==> config.mk <==
export PLATFORM = sky130hd
export DESIGN_NAME = irq_status_ctrl
export DESIGN_NICKNAME = d
export VERILOG_FILES = /design/src/rtl/irq_sts_pkg.sv /design/src/rtl/irq_rise_det.sv /design/src/rtl/irq_sticky_bit.sv /design/src/rtl/irq_combine.sv /design/src/rtl/irq_status_ctrl.sv
export SDC_FILE = /design/constraint.sdc
export NUM_CORES = 1
export LEC_CHECK = 0
export BUFFER_PORTS_ARGS = -buffer_cell sky130_fd_sc_hd__buf_2
export CAP_MARGIN = 20
export CORE_MARGIN = 2
export CORE_UTILIZATION = 38
export DETAILED_ROUTE_END_ITERATION = 8
export PLACE_DENSITY = 0.88
export SYNTH_ARGS = -nofsm -noshare
export SYNTH_HDL_FRONTEND = slang
export SYNTH_SLANG_ARGS = --single-unit
==> constraint.sdc <==
create_clock -name clk -period 2.4 [get_ports clk]
set_input_delay 0.48 -clock clk [delete_from_list [all_inputs] [get_ports clk]]
set_output_delay 0.48 -clock clk [all_outputs]
set_load 0.005 [all_outputs]
==> src/rtl/irq_sts_pkg.sv <==
package irq_sts_pkg;
  localparam int STS_W   = 16;
  localparam int SW_BIT  = 15;
  localparam int MB_BIT  = 13;
  localparam int SB_BIT  = 12;
  localparam int GP_LSB  = 4;
  localparam int TMR_BIT = 3;
  localparam int PHY_BIT = 2;

  // next value of a sticky bit: kill beats everything, an event beats a clear
  function automatic logic sticky_next(logic cur, logic evt, logic clr, logic kill);
    return !kill && (evt || (cur && !clr));
  endfunction

  // rising edge of a level given its previous-cycle copy
  function automatic logic rise_of(logic now_v, logic prev_v);
    return now_v && !prev_v;
  endfunction
endpackage

==> src/rtl/irq_rise_det.sv <==
module irq_rise_det
  import irq_sts_pkg::*;
(
  input  logic clk,
  input  logic rst_n,
  input  logic lvl,
  output logic rise
);
  logic lvl_d;

  always_ff @(posedge clk or negedge rst_n) begin
    if (!rst_n) lvl_d <= 1'b0;
    else        lvl_d <= lvl;
  end

  assign rise = rise_of(lvl, lvl_d);
endmodule

==> src/rtl/irq_sticky_bit.sv <==
module irq_sticky_bit
  import irq_sts_pkg::*;
(
  input  logic clk,
  input  logic rst_n,
  input  logic evt,
  input  logic clr,
  input  logic kill,
  output logic q
);
  always_ff @(posedge clk or negedge rst_n) begin
    if (!rst_n) q <= 1'b0;
    else        q <= sticky_next(q, evt, clr, kill);
  end
endmodule

==> src/rtl/irq_combine.sv <==
module irq_combine #(
  parameter int W = 16
) (
  input  logic         clk,
  input  logic         rst_n,
  input  logic [W-1:0] sts,
  input  logic [W-1:0] en,
  output logic         irq
);
  logic any_hit;
  assign any_hit = |(sts & en);

  always_ff @(posedge clk or negedge rst_n) begin
    if (!rst_n) irq <= 1'b0;
    else        irq <= any_hit;
  end
endmodule

==> src/rtl/irq_status_ctrl.sv <==
module irq_status_ctrl
  import irq_sts_pkg::*;
#(
  parameter int               ADDR_W   = 12,
  parameter int               DATA_W   = 32,
  parameter int               GPIO_N   = 3,
  parameter logic [ADDR_W-1:0] STS_ADDR = 12'h0C8,
  parameter logic [ADDR_W-1:0] EN_ADDR  = 12'h0CC
) (
  input  logic              clk,
  input  logic              rst_n,
  input  logic              soft_rst,
  input  logic [ADDR_W-1:0] host_addr,
  input  logic              host_wr,
  input  logic [DATA_W-1:0] host_wdata,
  output logic [DATA_W-1:0] host_rdata,
  input  logic              mberr_pulse,
  input  logic              sberr_pulse,
  input  logic [GPIO_N-1:0] gpio_pulse,
  input  logic              tmr_wrap,
  input  logic              phy_irq,
  output logic              irq_out
);
  localparam logic [STS_W-1:0] GP_MASK    = STS_W'(((1 << GPIO_N) - 1) << GP_LSB);
  localparam logic [STS_W-1:0] STICKY_MSK = STS_W'((1 << SW_BIT) | (1 << MB_BIT) | (1 << SB_BIT)
                                                   | (1 << TMR_BIT)) | GP_MASK;
  localparam logic [STS_W-1:0] DEF_MASK   = STICKY_MSK | STS_W'(1 << PHY_BIT);
  localparam logic [STS_W-1:0] KILL_MASK  = STS_W'((1 << MB_BIT) | (1 << SB_BIT));

  logic             sts_hit, en_hit, sts_wr, en_wr;
  logic [STS_W-1:0] en_q, clr_vec, evt_vec, sticky_q, sts_vec;
  logic             sw_rise;

  assign sts_hit = (host_addr == STS_ADDR);
  assign en_hit  = (host_addr == EN_ADDR);
  assign sts_wr  = host_wr && sts_hit;
  assign en_wr   = host_wr && en_hit;
  assign clr_vec = sts_wr ? (host_wdata[STS_W-1:0] & STICKY_MSK) : '0;

  always_ff @(posedge clk or negedge rst_n) begin
    if (!rst_n)     en_q <= '0;
    else if (en_wr) en_q <= host_wdata[STS_W-1:0] & DEF_MASK;
  end

  irq_rise_det u_sw_edge (
    .clk  (clk),
    .rst_n(rst_n),
    .lvl  (en_q[SW_BIT]),
    .rise (sw_rise)
  );

  always_comb begin
    evt_vec          = '0;
    evt_vec[SW_BIT]  = sw_rise;
    evt_vec[MB_BIT]  = mberr_pulse;
    evt_vec[SB_BIT]  = sberr_pulse;
    evt_vec[TMR_BIT] = tmr_wrap;
    for (int i = 0; i < GPIO_N; i++) evt_vec[GP_LSB+i] = gpio_pulse[i];
  end

  for (genvar i = 0; i < STS_W; i++) begin : g_bit
    if (STICKY_MSK[i]) begin : g_sticky
      irq_sticky_bit u_bit (
        .clk  (clk),
        .rst_n(rst_n),
        .evt  (evt_vec[i]),
        .clr  (clr_vec[i]),
        .kill (KILL_MASK[i] && soft_rst),
        .q    (sticky_q[i])
      );
    end else begin : g_tie
      assign sticky_q[i] = 1'b0;
    end
  end

  always_comb begin
    sts_vec          = sticky_q;
    sts_vec[PHY_BIT] = phy_irq;
  end

  always_comb begin
    host_rdata = '0;
    if (sts_hit)     host_rdata[STS_W-1:0] = sts_vec;
    else if (en_hit) host_rdata[STS_W-1:0] = en_q;
  end

  irq_combine #(.W(STS_W)) u_comb (
    .clk  (clk),
    .rst_n(rst_n),
    .sts  (sts_vec),
    .en   (en_q),
    .irq  (irq_out)
  );
endmodule

==> results.toml <==
[run_status]
status = "finished, final reports clean"

[floorplanning]
core_sq_um = 2710
pin_count = 88
rows = 19
chipWidth_um = 57.12
dieHeight_um = 57.12
initial_utilization_pct = 39.57
dieArea_sq_um = 3263

[placement]
dp_hpwl_um = 1642
numPortBuffers = 39
dpl.cell_count = 173
place.gp.congestion = 0.7478

[timing]
fin_crit_sh_pct = 96.53
max_freq_mhz = 431.6
final.min_clock_period_ps = 2317
whs_ps = 89.24
rsz0062_at_grt = "false"
final_max_slew_viol_count = 0
tns_ps = 0
finClkSkew_ps = 2.297
setup_viol = 0
finalHoldViolCount = 0

[logic_synthesis]
yosys.area.top_type = "dfrtp_1"
yosysSeqAreaShare_pct = 39.67
synth_cell_type_count = 21
synthCells = 104
ys_ff_latch = 17
syn_area_per_cell_sq_um = 10.31
synth_edf_count = 0
synth.most_common_cell = "buf_4"
postSynth.asyncResetShare_pct = 100.0
yosysWarnings = 0
yosysTopAreaCellShare_pct = 39.67
synthFlopType = "dfrtp_1"
synth_area_leaders = "dfrtp_1 (40%), buf_4 (17%), mux2_4 (11%), mux2i_1 (7.5%), nor2_1 (4.2%)"
synth.cell_area_sq_um = 1072
synth_top_cells_by_count = "buf_4 (24), dfrtp_1 (17), nor2_1 (12)"

[worst_setup_path]
crit_type = "input port to output pin"
crit_fanout = 8
worstSetupEndpointType = "output pin"
crit_chain = "buf_2, or4_4, or3_4, nor2_1, buf_2"
cp.arrival_ps = 1840
critPathMaxStageDelay_ps = 530
crit_family = "simple AND/OR/NAND/NOR gates"
path_buf_inv = 2
cp-start-kind = "input port"
cpMostUsedCell = "buf_2"
timing.critical_path.required_ps = 1920
crit_slowest_cell = "or4_4"

[final_layout]
multi_input_area_sq_um = 508.0
fin_cells = 177
nets = 202
antenna_cells = 0
layout-drive-gt1-share_pct = 39.04
nFillCells = 269
final_core_util_pct = 45.98
area_growth_pct = 16.22
regArea_sq_um = 425.4

[grt]
grt_pass1_vias = 819
grt_pass1_wl_um = 3443
grt_max_degree = 18
grt.overflow.total = 0
antenna_found_initial = 0
grt_use_total_pct = 13.55

[clocking]
cts_tree = "built"
clock_latency_ps = 290
htree_levels = 1
cts_setup_buffers = 0
root_buffer = "clkbuf_4"
numCtsBuffers = 3
clk_pin_slew_ps = 100
clock-sinks = 17
cts_buffer_depth = 2

[route]
wl_um = 2111
antenna_left = 0
vias_per_cell = 4.571
drt_iter0_drc = 9
drc = 0
vias = 809
drt_pass1_iterations = 3
wire_per_inst_um = 11.93

[power]
ir_worst_vdd_v = 0.0002266
p_leak_nw = 0.7112
pwr_density_cell_nw_per_um2 = 411.5
power_mw = 0.5128

[worst_hold_path]
hp-class = "input port to async pin"

[flow_run]
drv_cap = 0
-- final cells by class --
cell class / instances / share of cell area, %
repair buffers: 42 / 17.47
inverters: 8 / 2.410
clock buffers: 4 / 2.108
flip-flops and latches: 17 / 34.14
multi-input cells: 75 / 40.76
well taps: 31 / 3.112
-- report_power, final --
part | internal [mW] | switching [mW] | leakage, nW | total, mW
Sequential | 0.290 | 0.00274 | 0.208 | 0.292
Combinational | 0.0307 | 0.0343 | 0.488 | 0.0651
Clock | 0.0648 | 0.0907 | 0.0150 | 0.155
-- sequential cells by signal (all words and copies together) (netlist names) --
name / cells
en_q: 8
g_bit.g_sticky.u_bit.q: 7
u_comb.irq: 1
u_sw_edge.lvl_d: 1
-- logic make-up after synthesis --
kind of cell / after synthesis / synth area share (%)
AOI/OAI and AO/OA: 14 / 8.986
buffers and inverters: 35 / 21.35
DFF: 17 / 39.67
muxes: 16 / 18.67
other: 1 / 0.3497
and+or+nand+nor: 21 / 10.97
-- placed cells by master, fill, tap and decap left out --
master	n
o22ai_1	1
mux2_4	8
clkbuf_1	1
nor2_1	12
inv_1	8
buf_4	3
mux2i_1	8
nand2b_1	1
or3b_2	1
or3_4	1
clkbuf_4	3
a31oi_1	6
dfrtp_1	17
or4_4	2
nand2_1	1
conb_1	24
nor4_1	1
nand4_1	1
o21bai_1	3
a22oi_1	4
or4bb_1	1
buf_2	39
-- per-layer routing --
layer | GRT usage (%) | part of all wire (%)
met5 | 0 | 0
met2 | 24.30 | 49
met4 | 4.983 | 1.3
met3 | 3.175 | 9.6
met1 | 15.66 | 40
-- metrics by stage --
step,setup WS (ps),instance area (sq um)
after floorplan,138.6,1159
after global placement,-62.32,1216
after detailed placement,-79.46,1216
after CTS,77.63,1246
after global routing,30.05,1246
final,83.28,1246
-- worst reg2reg max path: cells and delay by family, from the launching register on --
kind / cells / cell delay [ps]
flops: 1 / 410
simple gates: 1 / 110
compound gates: 1 / 210
-- timing repair --
action | 4_1_cts | 5_1_grt
hold buffers | 0 | 0
endpoints found under the setup margin | 8 | 0
resized for setup | 1 | 0
-- path summary, 6_finish.rpt --
kind	endpoint	depth (start not counted)	startpoint	slack (ps)
max in group asynchronous	en_q[13]	1	rst_n	2040
setup reg to reg	u_comb.irq	2	g_bit[6].g_sticky.u_bit.q	1560
hold / removal	u_comb.irq	1	rst_n	90
min in group clk	g_bit[12].g_sticky.u_bit.q	2	host_wdata[12]	370
hold reg to reg	u_sw_edge.lvl_d	0	en_q[15]	470
setup / recovery	host_rdata[5]	5	host_addr[11]	80
(Power assumes the default switching activity.)
